--- config.mk ---
export PLATFORM = sky130hd
export DESIGN_NAME = csw_switch_ctrl
export DESIGN_NICKNAME = d
export VERILOG_FILES = /design/src/rtl/csw_pkg.sv /design/src/rtl/csw_in_slot.sv /design/src/rtl/csw_grant.sv /design/src/rtl/csw_resv_table.sv /design/src/rtl/csw_switch_ctrl.sv
export SDC_FILE = /design/constraint.sdc
export NUM_CORES = 1
export LEC_CHECK = 0
export ABC_CLOCK_PERIOD_IN_PS = 9120
export BUFFER_PORTS_ARGS = -buffer_cell sky130_fd_sc_hd__buf_2
export CORE_ASPECT_RATIO = 1.1
export CORE_MARGIN = 2
export CORE_UTILIZATION = 40
export DETAILED_ROUTE_END_ITERATION = 10
export MAX_ROUTING_LAYER = met4
export SYNTH_ARGS = -nofsm -noshare
export SYNTH_HDL_FRONTEND = slang
export SYNTH_SLANG_ARGS = --single-unit
--- constraint.sdc ---
create_clock -name clk -period 9.12 [get_ports clk]
set_input_delay 0.456 -clock clk [delete_from_list [all_inputs] [get_ports clk]]
set_output_delay 0.456 -clock clk [all_outputs]
set_load 0.02 [all_outputs]
--- src/rtl/csw_pkg.sv ---
package csw_pkg;
  localparam int NPORT  = 5;
  localparam int PORT_W = 3;
  localparam int CRD_W  = 3;
  localparam int KIND_W = 2;
  localparam int PKT_W  = KIND_W + 2 * CRD_W;
  localparam int NRING  = 8;
  localparam int RIDX_W = $clog2(NRING);

  localparam logic [PORT_W-1:0] P_N = 3'd0;
  localparam logic [PORT_W-1:0] P_E = 3'd1;
  localparam logic [PORT_W-1:0] P_S = 3'd2;
  localparam logic [PORT_W-1:0] P_W = 3'd3;
  localparam logic [PORT_W-1:0] P_L = 3'd4;

  typedef enum logic [KIND_W-1:0] {
    K_NONE  = 2'd0,
    K_SETUP = 2'd1,
    K_TEAR  = 2'd2,
    K_ACK   = 2'd3
  } kind_e;

  function automatic kind_e pkt_kind(input logic [PKT_W-1:0] p);
    return kind_e'(p[PKT_W-1 -: KIND_W]);
  endfunction

  // X first, then Y, else eject locally
  function automatic logic [PORT_W-1:0] dor_port(input logic [PKT_W-1:0] p,
                                                 input logic [CRD_W-1:0] hx,
                                                 input logic [CRD_W-1:0] hy);
    logic [CRD_W-1:0] dx, dy;
    dx = p[2*CRD_W-1:CRD_W];
    dy = p[CRD_W-1:0];
    if (dx > hx)      return P_E;
    else if (dx < hx) return P_W;
    else if (dy > hy) return P_N;
    else if (dy < hy) return P_S;
    else              return P_L;
  endfunction

  // {turns, ring index}; X inputs use rings 0..3, Y inputs rings 4..7
  function automatic logic [RIDX_W:0] turn_ring(input logic [PORT_W-1:0] src,
                                                input logic [PORT_W-1:0] dst);
    if ((src == P_E || src == P_W) && (dst == P_N || dst == P_S))
      return {1'b1, 1'b0, src == P_W, dst == P_S};
    if ((src == P_N || src == P_S) && (dst == P_E || dst == P_W))
      return {1'b1, 1'b1, src == P_S, dst == P_W};
    return '0;
  endfunction
endpackage

--- src/rtl/csw_in_slot.sv ---
module csw_in_slot import csw_pkg::*; (
  input  logic             clk,
  input  logic             rst,
  input  logic             in_valid,
  input  logic [PKT_W-1:0] in_pkt,
  input  logic             take,
  output logic             in_ready,
  output logic             slot_v,
  output logic [PKT_W-1:0] slot_pkt
);
  logic             full_q;
  logic [PKT_W-1:0] pkt_q;

  always_ff @(posedge clk) begin
    if (rst) begin
      full_q <= 1'b0;
      pkt_q  <= '0;
    end else if (full_q && take) begin
      full_q <= 1'b0;
    end else if (!full_q && in_valid) begin
      full_q <= 1'b1;
      pkt_q  <= in_pkt;
    end
  end

  assign in_ready = !full_q;
  assign slot_v   = full_q;
  assign slot_pkt = pkt_q;

  // a parked packet stays put until it is taken
  assert_hold_blocked_R5: assert property (@(posedge clk) disable iff (rst)
    full_q && !take |=> full_q && $stable(pkt_q));
endmodule

--- src/rtl/csw_grant.sv ---
module csw_grant import csw_pkg::*; #(
  parameter int HOME_X = 3,
  parameter int HOME_Y = 4
) (
  input  logic              slot_v   [NPORT],
  input  logic [PKT_W-1:0]  slot_pkt [NPORT],
  input  logic              own_v    [NPORT],
  input  logic [PORT_W-1:0] own_id   [NPORT],
  output logic              take     [NPORT],
  output logic              win_v    [NPORT],
  output logic [PORT_W-1:0] win_src  [NPORT]
);
  localparam logic [CRD_W-1:0] HX = CRD_W'(HOME_X);
  localparam logic [CRD_W-1:0] HY = CRD_W'(HOME_Y);

  logic [PORT_W-1:0] tgt  [NPORT];
  logic              elig [NPORT];
  logic              drop [NPORT];

  always_comb begin
    for (int i = 0; i < NPORT; i++) begin
      tgt[i]  = dor_port(slot_pkt[i], HX, HY);
      elig[i] = 1'b0;
      drop[i] = 1'b0;
      if (slot_v[i]) begin
        case (pkt_kind(slot_pkt[i]))
          K_SETUP: elig[i] = !own_v[tgt[i]];
          K_TEAR: begin
            drop[i] = 1'b1;
            for (int o = NPORT - 1; o >= 0; o--) begin
              if (own_v[o] && own_id[o] == PORT_W'(i)) begin
                tgt[i]  = PORT_W'(o);
                elig[i] = 1'b1;
                drop[i] = 1'b0;
              end
            end
          end
          K_ACK:   elig[i] = 1'b1;
          default: drop[i] = 1'b1;
        endcase
      end
    end
    // fixed priority per output: lowest input index wins
    for (int o = 0; o < NPORT; o++) begin
      win_v[o]   = 1'b0;
      win_src[o] = '0;
      for (int i = NPORT - 1; i >= 0; i--) begin
        if (elig[i] && tgt[i] == PORT_W'(o)) begin
          win_v[o]   = 1'b1;
          win_src[o] = PORT_W'(i);
        end
      end
    end
    for (int i = 0; i < NPORT; i++)
      take[i] = drop[i] ||
                (elig[i] && win_v[tgt[i]] && win_src[tgt[i]] == PORT_W'(i));
  end
endmodule

--- src/rtl/csw_resv_table.sv ---
module csw_resv_table import csw_pkg::*; (
  input  logic              clk,
  input  logic              rst,
  input  logic              win_v    [NPORT],
  input  logic [PORT_W-1:0] win_src  [NPORT],
  input  logic [PKT_W-1:0]  slot_pkt [NPORT],
  output logic              own_v    [NPORT],
  output logic [PORT_W-1:0] own_id   [NPORT],
  output logic [NRING-1:0]  ring_drive
);
  logic              own_v_q  [NPORT];
  logic [PORT_W-1:0] own_id_q [NPORT];
  logic              own_v_n  [NPORT];
  logic [PORT_W-1:0] own_id_n [NPORT];
  logic [NRING-1:0]  ring_q, ring_n;
  logic [NPORT-1:0]  own_vec, win_vec;
  logic [RIDX_W:0]   tr;

  always_comb begin
    ring_n = '1;
    tr     = '0;
    for (int o = 0; o < NPORT; o++) begin
      own_v_n[o]  = own_v_q[o];
      own_id_n[o] = own_id_q[o];
      if (win_v[o]) begin
        case (pkt_kind(slot_pkt[win_src[o]]))
          K_SETUP: begin own_v_n[o] = 1'b1; own_id_n[o] = win_src[o]; end
          K_TEAR:  own_v_n[o] = 1'b0;
          default: ;
        endcase
      end
      if (own_v_n[o]) begin
        tr = turn_ring(own_id_n[o], PORT_W'(o));
        if (tr[RIDX_W]) ring_n[tr[RIDX_W-1:0]] = 1'b0;
      end
    end
  end

  always_ff @(posedge clk) begin
    if (rst) begin
      ring_q <= '1;
      for (int o = 0; o < NPORT; o++) begin
        own_v_q[o]  <= 1'b0;
        own_id_q[o] <= '0;
      end
    end else begin
      ring_q <= ring_n;
      for (int o = 0; o < NPORT; o++) begin
        own_v_q[o]  <= own_v_n[o];
        own_id_q[o] <= own_id_n[o];
      end
    end
  end

  always_comb
    for (int o = 0; o < NPORT; o++) begin
      own_vec[o] = own_v_q[o];
      win_vec[o] = win_v[o];
    end

  assign own_v      = own_v_q;
  assign own_id     = own_id_q;
  assign ring_drive = ring_q;

  // each turning ring belongs to one reserved output
  assert_ring_vs_owned_R4: assert property (@(posedge clk) disable iff (rst)
    $countones(~ring_q) <= $countones(own_vec));
  // ring bits move only on the edge that grants a packet
  assert_ring_moves_on_grant_R4: assert property (@(posedge clk) disable iff (rst)
    !$stable(ring_q) |-> $past(|win_vec));

  for (genvar o = 0; o < NPORT; o++) begin : g_chk
    // a setup is never granted an output that is already held
    assert_no_steal_R5: assert property (@(posedge clk) disable iff (rst)
      win_v[o] && pkt_kind(slot_pkt[win_src[o]]) == K_SETUP |-> !own_v_q[o]);
    // a granted teardown leaves its output free
    assert_tear_frees_R6: assert property (@(posedge clk) disable iff (rst)
      win_v[o] && pkt_kind(slot_pkt[win_src[o]]) == K_TEAR |=> !own_v_q[o]);
  end
endmodule

--- src/rtl/csw_switch_ctrl.sv ---
module csw_switch_ctrl import csw_pkg::*; #(
  parameter int HOME_X = 3,
  parameter int HOME_Y = 4
) (
  input  logic                   clk,
  input  logic                   rst,
  input  logic [NPORT-1:0]       in_valid,
  input  logic [NPORT*PKT_W-1:0] in_pkt,
  output logic [NPORT-1:0]       in_ready,
  output logic [NPORT-1:0]       out_valid,
  output logic [NPORT*PKT_W-1:0] out_pkt,
  output logic [NRING-1:0]       ring_drive
);
  logic              slot_v   [NPORT];
  logic [PKT_W-1:0]  slot_pkt [NPORT];
  logic              take     [NPORT];
  logic              win_v    [NPORT];
  logic [PORT_W-1:0] win_src  [NPORT];
  logic              own_v    [NPORT];
  logic [PORT_W-1:0] own_id   [NPORT];
  logic [NPORT-1:0]  fwd_v;
  logic [PKT_W-1:0]  fwd_pkt  [NPORT];

  for (genvar i = 0; i < NPORT; i++) begin : g_slot
    csw_in_slot i_slot (
      .clk      (clk),
      .rst      (rst),
      .in_valid (in_valid[i]),
      .in_pkt   (in_pkt[i*PKT_W +: PKT_W]),
      .take     (take[i]),
      .in_ready (in_ready[i]),
      .slot_v   (slot_v[i]),
      .slot_pkt (slot_pkt[i])
    );
  end

  csw_grant #(.HOME_X(HOME_X), .HOME_Y(HOME_Y)) i_grant (
    .slot_v   (slot_v),
    .slot_pkt (slot_pkt),
    .own_v    (own_v),
    .own_id   (own_id),
    .take     (take),
    .win_v    (win_v),
    .win_src  (win_src)
  );

  csw_resv_table i_table (
    .clk        (clk),
    .rst        (rst),
    .win_v      (win_v),
    .win_src    (win_src),
    .slot_pkt   (slot_pkt),
    .own_v      (own_v),
    .own_id     (own_id),
    .ring_drive (ring_drive)
  );

  // stage 1 lines up with the ring update, stage 2 drives the ports
  always_ff @(posedge clk) begin
    if (rst) begin
      fwd_v     <= '0;
      out_valid <= '0;
      out_pkt   <= '0;
      for (int o = 0; o < NPORT; o++) fwd_pkt[o] <= '0;
    end else begin
      out_valid <= fwd_v;
      for (int o = 0; o < NPORT; o++) begin
        fwd_v[o]                   <= win_v[o];
        fwd_pkt[o]                 <= slot_pkt[win_src[o]];
        out_pkt[o*PKT_W +: PKT_W]  <= fwd_pkt[o];
      end
    end
  end

  for (genvar o = 0; o < NPORT; o++) begin : g_out_chk
    // a forwarded setup always leaves behind a live reservation
    assert_fwd_setup_owned_R3: assert property (@(posedge clk) disable iff (rst)
      out_valid[o] && pkt_kind(out_pkt[o*PKT_W +: PKT_W]) == K_SETUP |-> own_v[o]);
  end
endmodule

=== Word level (Yosys, flattened, before mapping) ===
Memory sizes are Yosys's and may differ from the RTL's. A register that Yosys moved wholly into a read port is not among the register bits.
Cells that the tools add are included.

* Magnitude comparators: 43
* Multipliers: 0
* Divide/modulo/power cells: 0
* Reduce and logical (&&, ||, !) cells: 124
* Multiplexer cells: 296
* Equality and inequality tests: 75
* Shifts and indexed selects: 0
* Bitwise operators: 32
* Add/subtract/negate cells: 0

{| class="wikitable"
|+ Operator list
! operator !! count
|-
| 3-bit two-way mux || 98
|-
| 8-bit two-way mux || 23
|-
| 1-bit two-way mux || 124
|-
| 8-bit binary-select mux with 3-bit select || 5
|-
| 3-bit by 2-bit == test with 1-bit output (second input constant) || 26
|-
| 1-bit logical AND || 74
|-
| 4-bit >= comparator (second input constant) || 15
|-
| 3-bit inverter with 4-bit output || 15
|-
| 4-bit two-way mux || 12
|-
| 3-bit binary-select mux with 3-bit select || 5
|-
| 3-bit by 1-bit == test with 1-bit output (second input constant) || 13
|-
| 3-bit logical NOT || 13
|-
| 3-bit == test (second input constant) || 11
|-
| 8-bit inverter || 4
|-
| 1-bit binary-select mux with 3-bit select || 10
|-
| 2-bit == test (second input constant) || 15
|-
| 8-bit bitwise AND || 3
|-
| 2-bit by 1-bit == test with 1-bit output (second input constant) || 10
|-
| 1-bit case mux with 2 select lines || 10
|-
| 2-bit OR reduction || 10
|-
| 3-bit by 4-bit < comparator with 1-bit output (second input constant) || 4
|-
| 3-bit by 2-bit greater-than comparator with 1-bit output (second input constant) || 5
|-
| 3-bit greater-than comparator (second input constant) || 5
|-
| 3-bit by 2-bit < comparator with 1-bit output (second input constant) || 5
|-
| other kinds (10) || 55
|}

* Input bits: 47
* Bits in read-only memories: 0
* Word-level logic and storage cells: 594
* RAM bits: 40
* Output and inout bits: 58
* Latch bits: 0
* Register bits after elaboration: 83
* Memories: 1

{| class="wikitable"
|+ Memories
! memory !! words !! width !! rd ports !! clocked after Yosys merged registers in !! write ports !! line !! RTL
|-
| fwd_pkt || 5 || 8 || 5 || 5 || 5 || csw_switch_ctrl.sv:22 || <nowiki>logic [PKT_W-1:0] fwd_pkt [NPORT];</nowiki>
|}

=== Depth between registers and ports, before layout ===
* Depth in word-level cells: 48
* Mapped depth: 19

=== Hierarchy ===
From an unflattened synthesis, not the netlist that was laid out.

* Cell total of the unflattened synthesis: 1,050
* Area total of the unflattened synthesis: 10,020.9 µm²

{| class="wikitable"
|+ By module, submodules not included
! module !! area each (µm²) !! sequential area each (µm²) !! instances !! cells an instance
|-
| csw_switch_ctrl || 4,095.2 || 1,801.7 || 1 || 341
|-
| csw_grant || 2,255.9 || 0.0 || 1 || 319
|-
| csw_in_slot || 402.9 || 180.2 || 5 || 40
|-
| csw_resv_table || 1,655.3 || 560.5 || 1 || 190
|}

=== Least setup slack after synthesis ===
Ideal clock, no wire load.

* Kind: register to register
* From: reg g_slot[1].i_slot.pkt_q[2]
* To: reg i_table.ring_q[3] (netlist: i_table.ring_drive[3])
* Path buffers: 1
* Clock period less this slack: 3.742 ns
* Data arrival time: 3.615 ns
* Stages on the path, launching flop included: 14
* Setup slack: 5.378 ns
* Setup time: 0.127 ns
* Cell sequence: dfxtp_1 buf_2 mux2_4 a211o_1 a31o_1 or3_4 nor3_1 o21ai_1 o2bb2ai_1 a22o_1 ha_1 a41oi_1 mux2_2 or3_1

* Word-level cells in the longest chain between the ends: 45
* Elaborated cells on any way between the ends: 151
* Those cells by class: 10 x order compare; 17 x eq/ne; 96 x mux; 12 x bitwise; 16 x reduce/logical

{| class="wikitable"
|+ RTL lines
! item !! line !! RTL
|-
| start, declared || csw_in_slot.sv:12 || <nowiki>logic [PKT_W-1:0] pkt_q;</nowiki>
|-
| start signal, assigned || csw_in_slot.sv:22 || <nowiki>pkt_q <= in_pkt;</nowiki>
|-
| 3-bit < comparator || csw_pkg.sv:37 || <nowiki>else if (dy < hy) return P_S;</nowiki>
|-
| 3-bit two-way mux || csw_pkg.sv:37 ||
|-
| 3-bit two-way mux (*) || csw_pkg.sv:36 || <nowiki>else if (dy > hy) return P_N;</nowiki>
|-
| 3-bit two-way mux (*) || csw_pkg.sv:35 || <nowiki>else if (dx < hx) return P_W;</nowiki>
|-
| 3-bit two-way mux (*) || csw_pkg.sv:34 || <nowiki>if (dx > hx) return P_E;</nowiki>
|-
| branches (longest 39 deep; another with 8-bit binary-select mux with 3-bit select) || - ||
|-
| 8-bit two-way mux (*) || csw_resv_table.sv:32 || <nowiki>if (own_v_n[o]) begin</nowiki>
|-
| end signal, assigned || csw_resv_table.sv:47 || <nowiki>ring_q <= ring_n;</nowiki>
|-
| end, declared || csw_resv_table.sv:15 || <nowiki>logic [NRING-1:0] ring_q, ring_n;</nowiki>
|}

Every way passes the cells marked *. The select of a mux whose other input is x is not followed.
A chain may end at the register's enable or synchronous reset.

=== Final worst setup path ===
* From: reg i_table.own_v_q (netlist bit i_table.own_v[1])
* To: reg i_table.ring_q[3] (netlist: i_table.ring_drive[3])

* Word-level cells in the longest chain between the ends: 43
* Elaborated cells on any way between the ends: 272
* Those cells by class: 8 x order compare; 29 x eq/ne; 179 x mux; 11 x bitwise; 45 x reduce/logical

{| class="wikitable"
|+ RTL lines
! item !! line !! RTL
|-
| start, declared || csw_resv_table.sv:11 || <nowiki>logic own_v_q [NPORT];</nowiki>
|-
| start signal, assigned by index || csw_resv_table.sv:49 || <nowiki>own_v_q[o] <= own_v_n[o];</nowiki>
|-
| branches (longest 42 deep; another with 1-bit binary-select mux with 3-bit select) || - ||
|-
| 8-bit two-way mux (*) || csw_resv_table.sv:32 ||
|}

Marked as above.

==> results.cfg <==
[drt]
postRouteAntennaNets = 0
route.vias.total = 8618
drt_iter0_drc = 918
route.detailed.drc = 0
avgRoutedWirePerCell_um = 23.15
dr.pass1.iters = 7
wl_mm = 32.48
via_per_inst = 6.143

[floorplanning]
start_util_pct = 40.39
fp.coreArea_um2 = 21970
rows = 57
die_h_um = 160.2
die_w_um = 146
die_area_um2 = 23390
ios = 105

[timing]
timing.fmax_mhz = 201.0
final_max_slew_viol_count = 0
post-route-min-period_ps = 4976
setup_viol = 0
final-hold-violation-count = 0
setup-tns-final_ps = 0
slew_headroom_pct = 23.67
finClkSkew_ps = 9.521
rsz0062_at_grt = false
period_share_pct = 54.56
worst_pin_slew_ps = 1136
holdWs_ps = 236.5

[clocking]
cts_max_level = 4
cts_resized = 0
cts_tree = done
cts_buffer_depth = 2
post-cts-setup-buffers = 0
path_clk_slew_ps = 70
clock-sinks = 163
cts_buffers = 17
clk-insertion-delay-late_ps = 450
root_buffer = clkbuf_16
cts_hold_buf = 0

[power_and_ir_drop]
power_mw = 1.619
ir_drop_mv = 0.1256
leakage_nw = 3.837
powerDensity_nw_per_um2 = 161.6

[setup_path]
cp.required_ps = 9450
crit_slowest_cell = dfxtp_1
path_cells = or4b_1, o22ai_1, a22oi_1, o22a_1, a22oi_2, nand3_1, nor2_1, a22o_1, ha_1, a41oi_1, mux2_2, or3_1
endpoint_kind = flop
start_kind = flop
worst-path-max-fanout = 12
cp_top_family = simple AND/OR/NAND/NOR gates
cp_num_buf_inv = 0
critPathKind = reg2reg
critPathMaxStageDelay_ps = 700
arrival_ps = 5310

[yosys]
synth-xor-area-share_pct = 0
synth_area_leaders = dfxtp_1, nand2_1, a21oi_1
syn-num-nets = 1102
ys.flop_type = dfxtp_1
synth-edff-count = 0
netlist_instances = 1049
synthesis.area_um2 = 8872
yosys.area.top_type_share_pct = 36.78
synthArstFlopShare_pct = 0
yosysSeqAreaShare_pct = 36.78
syn_area_per_cell_um2 = 8.458
synth_fa_ha_area_share_pct = 0.8461
yosysWarningCount = 0
yosysTopAreaCell = dfxtp_1
synth_compound_area_share_pct = 25.05
synthSimpleGateAreaFrac_pct = 26.54
synth_cell_types = 106
synth.area.mux_share_pct = 5.627
synth_top_family_by_area = simple AND/OR/NAND/NOR gates
synth_seq_cells = 163

[min_path]
hp-class = in2reg

[placement]
io_buffer_count = 104
dp_hpwl_mm = 23.72
place_congestion = 1.035
placed_area_um2 = 9430

[global_route]
grt_pass1_wl_mm = 48.92
grt_overflow_total = 0
grt_pass1_vias = 7964
grt_max_degree = 57
grtUsageTotal_pct = 28.33
antenna_found_initial = 1

[flow_run]
drv_cap = 0

[finish]
area_delta_synth_final_pct = 12.93
fin_area_um2 = 10020
drive_above_1_share_pct = 18.68
fillCellCount = 2241
diodes = 0
layout_common_cells = dfxtp_1, nand2_1, buf_2
final_common_cell = dfxtp_1
nets = 1148

[run_status]
outcome = completed
Yosys cell counts, types with 7 or more instances:
master and count:
nor2_1 83, a31oi_1 11, dfxtp_1 163, buf_2 22
and3b_1 7, o22a_1 8, or3_1 11, nor2b_1 54
nor3_1 17, mux2i_1 29, a221oi_1 7, nand3b_1 8
o22ai_1 23, a21oi_1 78, a211oi_1 16, inv_1 21
buf_4 8, a311oi_1 9, nand4b_1 9, clkbuf_1 44
o31ai_1 11, and2_1 11, a22oi_1 12, nand2_1 140
nand4bb_1 7, nand3_1 16, o21ai_0 25, mux2_2 13
a222oi_1 8
registers in the layout (all words and copies together) (netlist names):
| name | flops |
|---|---|
| g_slot.i_slot.slot_pkt | 40 |
| fwd_v | 5 |
| out_valid | 5 |
| g_slot.i_slot.slot_v | 5 |
| out_pkt | 40 |
| i_table.own_v | 5 |
| i_table.ring_drive | 8 |
| fwd_pkt | 40 |
| i_table.own_id | 15 |
power by group:
group	internal [mW]	switching, mW
combinational	0.0513	0.0741
sequential	0.734	0.0481
clock	0.366	0.345
total	1.15	0.467
final cells by class:
class | instances | area, um2 | share of cell area [%]
Clock buffer | 17 | 425.4 | 4.246
Clock inverter | 15 | 163.9 | 1.636
Inverter | 21 | 78.83 | 0.7867
Multi-Input combinational cell | 782 | 5151 | 51.41
Sequential cell | 163 | 3263 | 32.57
Tap cell | 295 | 369.1 | 3.684
Timing Repair Buffer | 110 | 568.0 | 5.669
final timing paths:
check                         from                           end  slack (ps)  cells past startpoint
setup reg to reg  i_table.own_v[1]         i_table.ring_drive[3]        4140                     12
hold / removal          in_pkt[18]  g_slot[2].i_slot.slot_pkt[2]         240                      3
setup / recovery  i_table.own_v[1]         i_table.ring_drive[3]        4140                     12
hold reg to reg      fwd_pkt[0][5]                    out_pkt[5]         430                      1
through the flow:
stage,worst slack [ps],utilization [%],std cells
floorplan,5378,-,1049
global placement,4241,42.93,1371
detailed placement,4274,42.93,1371
global route,3938,45.61,1403
finish,4144,45.61,1403
CTS,4273,45.61,1403
worst reg2reg max path, delay by kind of cell, from the launching register on:
family | cells | cell delay [ps]
adder cells (fa/ha/maj) | 1 | 230
flip-flops | 1 | 700
AND/OR/NAND/NOR | 4 | 1830
AO/OA/AOI/OAI | 6 | 1730
multiplexers | 1 | 380
cell families after synthesis:
group / Yosys count
buffers and inverters: 104
AOI/OAI and AO/OA: 300
and+or+nand+nor: 430
DFF: 163
adders and majority gates: 6
muxes: 46
routing by layer:
| layer | wire length [um] | global-route usage [%] |
|---|---|---|
| met2 | 14570 | 43.35 |
| met1 | 13250 | 36.01 |
| met4 | 1814 | 15.45 |
| met5 | 0 | - |
| met3 | 2845 | 4.257 |
(Power assumes the default switching activity.)
